==> src/rtl/fsp_pkg.sv <==
package fsp_pkg;

  localparam int MAX_REGS = 32;

  typedef enum logic [1:0] {
    SEL_NONE  = 2'd0,
    SEL_CTRL  = 2'd1,
    SEL_PARAM = 2'd2
  } sel_e;

  // Default byte of parameter i: 30h plus five per step.
  function automatic logic [7:0] seed_byte(input int i);
    return 8'(8'h30 + 5 * i);
  endfunction

  function automatic logic [MAX_REGS*8-1:0] seed_defaults();
    logic [MAX_REGS*8-1:0] v;
    v = '0;
    for (int i = 0; i < MAX_REGS; i++) v[i*8 +: 8] = seed_byte(i);
    return v;
  endfunction

endpackage

==> src/rtl/fsp_decode.sv <==
module fsp_decode
  import fsp_pkg::*;
#(
  parameter int ADDR_W     = 8,
  parameter int NUM_PARAMS = 19,
  parameter int BASE_ADDR  = 'h5C,
  parameter int CTRL_ADDR  = 'h40,
  localparam int IDX_W     = $clog2(NUM_PARAMS)
) (
  input  logic [ADDR_W-1:0] addr,
  output sel_e              sel,
  output logic [IDX_W-1:0]  idx
);

  localparam int LAST_ADDR = BASE_ADDR + NUM_PARAMS - 1;

  always_comb begin
    sel = SEL_NONE;
    idx = '0;
    if (addr == ADDR_W'(CTRL_ADDR)) begin
      sel = SEL_CTRL;
    end else if (addr >= ADDR_W'(BASE_ADDR) && addr <= ADDR_W'(LAST_ADDR)) begin
      sel = SEL_PARAM;
      idx = IDX_W'(addr - ADDR_W'(BASE_ADDR));
    end
  end

endmodule

==> src/rtl/fsp_slot.sv <==
module fsp_slot #(
  parameter logic [7:0] DEFAULT_VAL = 8'h00
) (
  input  logic       clk,
  input  logic       rst_n,
  input  logic       stage_we,
  input  logic       live_we,
  input  logic       commit,
  input  logic [7:0] wdata,
  output logic [7:0] staged,
  output logic [7:0] active
);

  always_ff @(posedge clk) begin
    if (!rst_n) begin
      staged <= DEFAULT_VAL;
      active <= DEFAULT_VAL;
    end else begin
      if (stage_we) staged <= wdata;
      if (commit) active <= staged;
      else if (live_we) active <= wdata;
    end
  end

endmodule

==> src/rtl/fsp_readmux.sv <==
module fsp_readmux
  import fsp_pkg::*;
#(
  parameter int NUM_PARAMS = 19,
  localparam int IDX_W     = $clog2(NUM_PARAMS)
) (
  input  sel_e                      sel,
  input  logic [IDX_W-1:0]          idx,
  input  logic [NUM_PARAMS*8-1:0]   staged_flat,
  input  logic                      start_q,
  output logic [7:0]                data
);

  always_comb begin
    unique case (sel)
      SEL_CTRL:  data = {7'b0, start_q};
      SEL_PARAM: data = staged_flat[idx*8 +: 8];
      default:   data = 8'h00;
    endcase
  end

endmodule

==> src/rtl/fan_param_stage.sv <==
module fan_param_stage
  import fsp_pkg::*;
#(
  parameter int ADDR_W     = 8,
  parameter int NUM_PARAMS = 19,
  parameter int BASE_ADDR  = 'h5C,
  parameter int CTRL_ADDR  = 'h40,
  parameter logic [MAX_REGS*8-1:0] DEFAULTS = seed_defaults()
) (
  input  logic                    clk,
  input  logic                    rst_n,
  input  logic [ADDR_W-1:0]       bus_addr,
  input  logic [7:0]              bus_wdata,
  input  logic                    bus_we,
  input  logic                    bus_re,
  output logic [7:0]              bus_rdata,
  output logic                    bus_rvalid,
  output logic                    start_flag,
  output logic [NUM_PARAMS*8-1:0] active_params
);

  localparam int IDX_W = $clog2(NUM_PARAMS);

  sel_e             sel;
  logic [IDX_W-1:0] idx;
  logic             start_q;
  logic [NUM_PARAMS*8-1:0] staged_flat;
  logic [7:0]       rd_next;

  // Named events, also used by the bound checker
  logic ctrl_wr_evt;
  logic param_wr_evt;
  logic commit_evt;
  logic live_wr_evt;

  fsp_decode #(
    .ADDR_W(ADDR_W), .NUM_PARAMS(NUM_PARAMS),
    .BASE_ADDR(BASE_ADDR), .CTRL_ADDR(CTRL_ADDR)
  ) u_decode (
    .addr(bus_addr), .sel(sel), .idx(idx)
  );

  assign ctrl_wr_evt  = bus_we && (sel == SEL_CTRL);
  assign param_wr_evt = bus_we && (sel == SEL_PARAM);
  assign commit_evt   = ctrl_wr_evt && bus_wdata[0] && !start_q;
  assign live_wr_evt  = param_wr_evt && start_q;

  always_ff @(posedge clk) begin
    if (!rst_n) start_q <= 1'b0;
    else if (ctrl_wr_evt) start_q <= bus_wdata[0];
  end

  for (genvar g = 0; g < NUM_PARAMS; g++) begin : g_slot
    logic hit;
    assign hit = (idx == IDX_W'(g));
    fsp_slot #(.DEFAULT_VAL(DEFAULTS[g*8 +: 8])) u_slot (
      .clk      (clk),
      .rst_n    (rst_n),
      .stage_we (param_wr_evt && hit),
      .live_we  (live_wr_evt && hit),
      .commit   (commit_evt),
      .wdata    (bus_wdata),
      .staged   (staged_flat[g*8 +: 8]),
      .active   (active_params[g*8 +: 8])
    );
  end

  fsp_readmux #(.NUM_PARAMS(NUM_PARAMS)) u_rmux (
    .sel(sel), .idx(idx), .staged_flat(staged_flat),
    .start_q(start_q), .data(rd_next)
  );

  always_ff @(posedge clk) begin
    if (!rst_n) begin
      bus_rdata  <= 8'h00;
      bus_rvalid <= 1'b0;
    end else begin
      bus_rvalid <= bus_re;
      if (bus_re) bus_rdata <= rd_next;
    end
  end

  assign start_flag = start_q;

endmodule

==> config.mk <==
export PLATFORM = sky130hd
export DESIGN_NAME = fan_param_stage
export DESIGN_NICKNAME = d
export VERILOG_FILES = /design/src/rtl/fsp_pkg.sv /design/src/rtl/fsp_decode.sv /design/src/rtl/fsp_slot.sv /design/src/rtl/fsp_readmux.sv /design/src/rtl/fan_param_stage.sv
export SDC_FILE = /design/constraint.sdc
export NUM_CORES = 1
export LEC_CHECK = 0
export ABC_AREA = 0
export BUFFER_PORTS_ARGS = -buffer_cell sky130_fd_sc_hd__buf_2
export CAP_MARGIN = 20
export CORE_AREA = 2 2 213 215
export CTS_CLUSTER_SIZE = 40
export DETAILED_ROUTE_END_ITERATION = 8
export DIE_AREA = 0 0 215 217
export HOLD_SLACK_MARGIN = 0.05
export SETUP_SLACK_MARGIN = 0.15
export SLEW_MARGIN = 30
export SYNTH_ARGS = -nofsm -noshare
export SYNTH_HDL_FRONTEND = slang
export SYNTH_HIERARCHICAL = 1
export SYNTH_SLANG_ARGS = --single-unit
==> constraint.sdc <==
create_clock -name clk -period 16.28 [get_ports clk]
set_input_delay 1.628 -clock clk [delete_from_list [all_inputs] [get_ports clk]]
set_output_delay 1.628 -clock clk [all_outputs]
set_load 0.03 [all_outputs]
==> results of run 1 <==
critical path, cell delays in order:
cell and delay [ps]:
buf_2 130, ha_1 260, and3b_2 240, o21bai_1 390, nor3b_1 120, buf_4 190, nand4bb_1 500, buf_4 390
nor3_2 820, mux2_4 350, o211a_1 200
per-stage QoR:
step	cells	total power, µW
after detailed placement	2151	847
final	2210	1580
after CTS	2210	1600
after floorplan	1421	812
after global placement	2150	846
after global routing	2210	1630
layout by cell type, fill, tap and decap left out, types with 3 or more instances in the layout:
master	instances
nor2b_1	109
nor2_1	19
nand2b_1	77
nand2_1	84
buf_2	179
dfxtp_1	314
ha_1	4
mux2_2	7
clkbuf_8	3
nor3_4	5
nand3_1	8
a21oi_1	73
and3b_1	72
mux4_2	25
nand3b_1	5
o21ai_0	12
clkbuf_16	34
buf_4	47
nor3_2	5
clkbuf_1	13
o211a_1	74
a211oi_1	7
inv_1	8
clkinv_2	3
nor3_1	27
mux2_4	74
a31oi_1	3
and2_1	9
nand4bb_1	4
mux2i_1	261
a221oi_1	6
registers in the layout, summed over array words and instances (netlist names):
| name | cells |
|---|---|
| bus_rvalid | 1 |
| start_flag | 1 |
| g_slot.u_slot/active | 152 |
| bus_rdata | 8 |
| g_slot.u_slot/staged | 152 |
final cells by class:
class	instances	area [µm²]	area share, %
Tap cell	600	751	4.16
Clock inverter	9	116	0.644
Inverter	8	30.0	0.166
Clock buffer	50	941	5.21
Sequential cell	314	6290	34.8
Timing Repair Buffer	229	1300	7.19
Multi-Input combinational cell	1000	8630	47.8
worst max path at each step:
stage	from	endpoint	slack, ps	cells past startpoint
3_3_place_gp	bus_addr[2]	g_slot[3].u_slot/active[5]	11000	11
6_report	bus_addr[2]	g_slot[4].u_slot/active[4]	11450	11
5_1_grt	bus_addr[2]	g_slot[2].u_slot/staged[5]	11340	11
4_1_cts	bus_addr[2]	g_slot[3].u_slot/active[5]	11440	11
3_5_place_dp	bus_addr[2]	g_slot[3].u_slot/active[5]	10890	11
2_1_floorplan	bus_addr[2]	g_slot[16].u_slot/active[0]	8330	8
power by group through the flow:
stage / Sequential, µW / Combinational (µW) / Clock, µW
after floorplan: 787 / 24.9 / 0
after global placement: 786 / 59.3 / 0
after detailed placement: 786 / 60.6 / 0
after CTS: 769 / 60.8 / 772
after global routing: 769 / 64.6 / 801
final: 769 / 60.8 / 753
routing by layer:
| layer | GRT usage, % | part of all wire [%] | vias to the layer above |
|---|---|---|---|
| li1 | - | - | 5433 |
| met1 | 28.9 | 48 | 5697 |
| met2 | 31.3 | 44 | 290 |
| met3 | 3.48 | 5.5 | 58 |
| met4 | 4.67 | 1.8 | 0 |
| met5 | 0 | 0 | - |
logic make-up after synthesis:
family / count (synthesis) / share of synthesized area [%]
buf+inv: 107 / 4.15
flops: 314 / 40.8
mux: 367 / 28.3
compound gates: 182 / 8.68
simple gates: 447 / 17.8
fa+ha+maj: 4 / 0.325
==> results.txt, run 1 <==
outcome: finished, final reports clean
final global-route overflow total: 0
final instance area: 18,100 µm²
Sw Share: 23.0%
Cells on Worst Hold Path: 2
DRC: 0
Min-Delay Path Class: flip-flop to flip-flop
vias: 11,500
post-layout util: 40.4%
Layout Skew: 21.7 ps
Arr. time, crit path: 5240 ps
sequential fraction of the synthesis area: 40.8%
core region area: 44,700 µm²
Post-Syn Instances: 1,421
Via density: 5.19
Crit Path Max Fanout: 16
CTS sink count: 314
Nets: 1,611
area grow syn2layout: 17.1%
CP required: 16,690 ps
Hold Slack: 490 ps
Routed Antenna Nets: 0
PwrDens: 87.7 nW/µm²
Total Routing Usage GR: 20.1%
Area contributors post-synth: dfxtp_1 (41%), mux2i_1 (17%), mux2_4 (7.2%)
initial antenna violation count: 0
Clock power frac: 47.6%
EDFF count, synth: 0
Die X: 215 µm
reg2reg setup slack: 13,550 ps
Row Count: 78
Filler Cells Inserted: 4,400
Cell Area, Synth: 15,400 µm²
Die Ht: 217 µm
synth cell count leaders: dfxtp_1 (314), mux2i_1 (261), nor2b_1 (109)
worst vdd ir: 0.0593 mV
setup_tns: 0 ps
vias in the first global route: 11,200
Max Slew Vio Count: 0
maximum clock path buffer count: 3
internal power: 1220 µW
final HPWL from detailed placement: 31.4 mm
CTS root buf: clkbuf_16
largest net degree at the start of global routing: 107
P_sw: 363 µW
Iter 0 DRT Violations: 846
first-pass GRT wire length: 72.8 mm
Placed Area: 17,000 µm²
post-CTS setup buffer count: 0
kind of critical path: input port to flip-flop
fraction of layout cells with a size suffix above 1: 24.9%
max_cap viols: 0
CTS tree: done
die area: 46,700 µm²
Pleak: 0.00759 µW
Routed WL: 47.9 mm
Tmin final: 4830 ps
worst r2r src: start_flag
RSZ-0062 raised after global routing: false
worst hold endpoint: g_slot[18].u_slot/staged[1]
async set-reset flop share out of synthesis: 0%
DRT Pass-1 Iters: 5
drt wl/cell: 21.7 µm
combinational share of power: 3.8%
worst slew pin tran: 1010 ps
dominant cell by count in the synthesized netlist: dfxtp_1
Min-Delay Startpoint: g_slot[18].u_slot/staged[1]
endpoints failing setup: 0
RR Endpoint: g_slot[4].u_slot/active[4]
synthesized flop and latch total: 314
dpl ws: 10,890 ps
R2R cell count: 4
gp weighted congestion: 0.823
Reg clk slew, reported paths: 60 ps
endpoints failing hold: 0
Max Fclk: 0.207 GHz
Top FF cell, synth: dfxtp_1
synth unique cells: 48
num ports: 182
Ant. Diodes: 0
input/output buffers: 181
warnings from Yosys: 6
CTS-repair resized insts: 0
CTS Hold Bufs: 0
syn_nets: 1,445
Worst slew margin: 32.0%
Worst Slack Setup Final: 11,450 ps
CP endpoint kind: flip-flop
Setup crit start kind: input port
Num CTS Buffers: 34
htree depth: 2
Synth top area share: 40.8%
synthesized area per cell: 10.8 µm²
fin crit share: 29.7%
Clock Latency Late Sink: 530 ps
part of the power in registers: 48.6%
area leader, netlist: dfxtp_1
Initial Util: 34.5%
Note: power is estimated with default switching activity, not from simulation.
==> run 2, diff against run 1 <==
Clock period 16.28 ns to 4.2 ns, I/O delays scaled along.
==> run 2 against run 1 <==
  * Power increased to 3.9 times the previous value
  * Sequential share of layout area down 0.28 points
  * Largest power group unchanged
  * Via count up 0.59%
  * Critical endpoint is now g_slot[7].u_slot/active[5]
  * First-iteration DRC count is 3.0% higher
  * Wire length is 2.1% higher
  * Clock skew up 4.0 ps
==> results.txt, run 2 (synthesized netlist as in run 1, its figures left out) <==
CTS root buf: clkbuf_16
DRT met1 WL: 23.2 mm
Max Used Layer: met4
Routed WL: 48.9 mm
worst r2r src: start_flag
maximum clock path buffer count: 3
Crit Path Max Fanout: 16
CP required: 4610 ps
htree depth: 2
top flop regs: g_slot.u_slot/active (152), g_slot.u_slot/staged (152), bus_rdata (8)
CTS sink count: 314
PwrDens: 338 nW/µm²
dpl ws: 596 ps
first-pass GRT wire length: 73.9 mm
max_cap viols: 0
endpoints failing hold: 0
Pleak: 0.00770 µW
Arr. time, crit path: 3540 ps
RSZ-0062 raised after global routing: false
final instance area: 18,200 µm²
Total Routing Usage GR: 20.5%
dpl cells: 2,165
most frequent cells in the layout: dfxtp_1 (314), mux2i_1 (261), buf_2 (177)
Placed Area: 17,100 µm²
endpoints failing setup: 0
reg2reg setup slack: 1550 ps
Filler Cells Inserted: 4,435
CTS tree: done
vias in the first global route: 11,400
area grow syn2layout: 18.1%
Setup crit start kind: input port
drt wl/cell: 22.0 µm
CTS Hold Bufs: 0
Min-Delay Path Class: input port to flip-flop
final global-route overflow total: 0
Routed Antenna Nets: 0
Die Ht: 217 µm
Reg clk slew, reported paths: 60 ps
CTS-repair resized insts: 0
Initial Util: 34.5%
Tmin final: 3130 ps
non-filler cells, final: 2,221
setup_tns: 0 ps
Hold Slack: 341 ps
Min-Delay Startpoint: bus_we
core region area: 44,700 µm²
met2 wire len: 21.4 mm
CP Launch Point: bus_addr[2]
Worst slew margin: 36.6%
Num CTS Buffers: 34
post-CTS setup buffer count: 0
Die X: 215 µm
outcome: finished, final reports clean
num ports: 182
Nets: 1,625
Max Fclk: 0.319 GHz
initial antenna violation count: 0
kind of critical path: input port to flip-flop
die area: 46,700 µm²
vias: 11,500
DRC: 0
Row Count: 78
met3 wire length: 2.64 mm
fin crit share: 74.6%
commonest non-fill, non-tap cell in the layout: dfxtp_1
fraction of layout cells with a size suffix above 1: 25.7%
gp weighted congestion: 0.845
worst slew pin tran: 946 ps
Iter 0 DRT Violations: 871
CP endpoint kind: flip-flop
Max Slew Vio Count: 0
final HPWL from detailed placement: 33.2 mm
largest net degree at the start of global routing: 92
input/output buffers: 181
Via density: 5.20
worst vdd ir: 0.201 mV
Layout Skew: 25.6 ps
Worst Slack Setup Final: 1070 ps
DRT Pass-1 Iters: 5
Clock Latency Late Sink: 540 ps
==> run 2: changes by cell type in the layout (fill, tap and decap cells not counted), moves of 4 or more <==
cell | before | now
buf_4 | 47 | 60
clkbuf_8 | 3 | 12
clkbuf_1 | 13 | 6
buf_12 | 0 | 5
nor3_2 | 5 | 9
nor3_4 | 5 | 1
==> run 2: worst paths after layout <==
kind	endpoint	depth (start not counted)
setup / recovery	g_slot[7].u_slot/active[5]	12
hold / removal	start_flag	3
setup reg to reg	g_slot[4].u_slot/active[5]	4
hold reg to reg	g_slot[18].u_slot/staged[7]	2
==> run 2: per-stage QoR <==
stage	util, %	power (µW)
global placement	38.2	3280
floorplan	-	3150
detailed placement	38.3	3290
CTS	40.7	6220
global route	40.7	6340
finish	40.7	6150
==> run 2: critical path, cell delays in order <==
cell and delay [ps]:
buf_2 130, ha_1 250, and3b_2 240, o21bai_1 320, nor3b_1 100, buf_4 190
nand4bb_1 220, buf_4 240, nor3_1 590, buf_4 310, mux2_4 310, o211a_1 190
==> run 2: layout make-up <==
class                           instances  area [µm²]  area share [%]
Antenna cell                            1        2.50          0.0137
Clock buffer                           53        1060            5.84
Tap cell                              600         751            4.12
Sequential cell                       314        6290            34.5
Inverter                                8        30.0           0.165
Multi-Input combinational cell       1000        8610            47.3
Timing Repair Buffer                  243        1450            7.95
Clock inverter                          2        13.8          0.0756
==> run 2: metal layers <==
metal	up-vias	GRT usage [%]
met5	-	0
met4	0	6.76
met3	70	3.61
met2	309	32.0
met1	5705	28.7
li1	5462	-
==> run 2: power by group <==
group	leakage, µW	switching [µW]	internal (µW)
Combinational	0.00464	172	65.7
Sequential	0.00253	1.64	2980
Clock	0.000533	1210	1730
Total	0.00770	1380	4770
==> run 3, diff against run 2 <==
Clock period 4.2 ns to 2.7 ns, I/O delays scaled along.
==> run 3 against run 2 <==
  * Flip-flop and latch count did not move
  * Critical path depth rose by 2
  * Combinational power rose by 81%
  * Sequential share of layout area fell by 1.8 points
  * Register-to-register slack got worse by 860 ps
  * Count of clock-buffer cells in the layout did not move
  * Via count rose by 2.5%
  * Cell area rose by 5.6%
  * Power rose by 66%
  * Largest power group is now clock
  * Highest routed layer unchanged
==> results.txt, run 3 (synthesized netlist as in run 1, its figures left out) <==
outcome: finished, final reports clean
gp weighted congestion: 0.851
vias: 11,800
vias in the first global route: 11,800
Sw Share: 22.5%
area occupied by multi-input gates: 8620 µm²
top flop regs: g_slot.u_slot/active (152), g_slot.u_slot/staged (152), bus_rdata (8)
fin crit share: 93.5%
CTS tree: done
Via density: 5.09
Cells on Worst Hold Path: 2
Max Slew Vio Count: 0
post-CTS setup buffer count: 0
commonest non-fill, non-tap cell in the layout: dfxtp_1
Min-Delay Startpoint: bus_re
most frequent cells in the layout: dfxtp_1 (314), mux2i_1 (261), buf_2 (180)
Ant. Diodes: 0
Arr. time, crit path: 3010 ps
combinational share of power: 4.2%
CP endpoint kind: flip-flop
DRT Pass-1 Iters: 5
initial antenna violation count: 0
worst r2r src: start_flag
worst slew pin tran: 657 ps
Max Fclk: 0.396 GHz
Die X: 215 µm
Num CTS Buffers: 37
Hold Slack: 141 ps
maximum clock path buffer count: 3
area grow syn2layout: 24.7%
Pleak: 0.00831 µW
drt wl/cell: 21.4 µm
PwrDens: 532 nW/µm²
input/output buffers: 181
CTS sink count: 314
Tmin final: 2530 ps
first-pass GRT wire length: 74.9 mm
RR Endpoint: g_slot[14].u_slot/active[7]
RSZ-0062 raised after global routing: true
Clock power frac: 50.4%
Worst Slack Setup Final: 174 ps
Design Power: 10,200 µW
Min-Delay Path Class: input port to flip-flop
Worst slew margin: 56.2%
reg2reg setup slack: 690 ps
Initial Util: 34.5%
htree depth: 2
CP required: 3180 ps
part of the power in registers: 45.4%
DRC: 0
max_cap viols: 0
Row Count: 78
Crit Path Max Fanout: 7
endpoints failing hold: 0
dpl ws: -430 ps
final global-route overflow total: 0
fraction of layout cells with a size suffix above 1: 30.6%
setup_tns: 0 ps
die area: 46,700 µm²
worst vdd ir: 0.318 mV
CTS root buf: clkbuf_16
Nets: 1,721
endpoints failing setup: 0
Reg clk slew, reported paths: 60 ps
Clock Latency Late Sink: 550 ps
Iter 0 DRT Violations: 723
Routed Antenna Nets: 0
R2R cell count: 7
final HPWL from detailed placement: 35.0 mm
Layout Skew: 17.7 ps
sequential cell area: 6290 µm²
worst hold endpoint: bus_rvalid
Setup crit start kind: input port
kind of critical path: input port to flip-flop
internal power: 7920 µW
Total Routing Usage GR: 20.9%
Routed WL: 49.7 mm
Filler Cells Inserted: 4,356
Die Ht: 217 µm
P_sw: 2300 µW
core region area: 44,700 µm²
num ports: 182
largest net degree at the start of global routing: 90
[run 3: worst max path at each step]
stage | cells past startpoint | start | slack [ps] | endpoint
2_1_floorplan | 8 | bus_addr[2] | -780 | g_slot[16].u_slot/active[1]
3_3_place_gp | 14 | bus_addr[2] | -390 | bus_rdata[5]
5_1_grt | 14 | bus_addr[2] | 90 | bus_rdata[1]
3_5_place_dp | 14 | bus_addr[2] | -430 | bus_rdata[5]
6_report | 14 | bus_addr[2] | 170 | bus_rdata[1]
4_1_cts | 14 | bus_addr[2] | 150 | bus_rdata[5]
[run 3: repair_timing]
item,CTS,global route
resized for setup,0,5
hold endpoints to repair,6,0
hold buffers,1,0
endpoints found under the setup margin,1,13
pin swaps,0,0
[run 3: area by class of cell]
| type | instances | share of cell area [%] |
|---|---|---|
| flip-flops and latches | 314 | 32.7 |
| well taps | 600 | 3.90 |
| repair buffers | 336 | 11.8 |
| clock inverters | 13 | 0.761 |
| inverters | 8 | 0.247 |
| multi-input cells | 1000 | 44.8 |
| clock buffers | 53 | 5.76 |
[run 3: worst max-delay path, stage by stage]
cell       delay [ps]
buf_2             110
buf_4             170
inv_12             50
ha_4              110
or4b_1            440
nor3_2            220
inv_1              80
ha_1              310
nand4bb_2         340
a221oi_1          420
o21ai_1           190
nand3_1           110
mux2i_1            70
nor2b_1           110
[run 3: power groups by stage]
| stage | clock, µW | combinational [µW] | sequential [µW] |
|---|---|---|---|
| final | 5150 | 430 | 4640 |
| after CTS | 5250 | 429 | 4640 |
| after floorplan | 0 | 155 | 4750 |
| after global routing | 5430 | 455 | 4640 |
| after detailed placement | 0 | 428 | 4740 |
| after global placement | 0 | 425 | 4740 |
[run 3: through the flow]
stage | instance area [µm²] | utilization (%) | std cells
floorplan | 15500 | - | 1421
global placement | 17900 | 40.1 | 2257
detailed placement | 17900 | 40.1 | 2257
CTS | 19200 | 43.0 | 2324
global route | 19200 | 43.0 | 2324
finish | 19200 | 43.0 | 2324
[run 3: metal layers]
metal	up-vias	track usage, %	routed length, µm
li1	5650	-	-
met1	5840	28.1	22900
met2	276	34.5	23400
met3	68	3.59	2200
met4	0	6.02	1230
met5	-	0	0
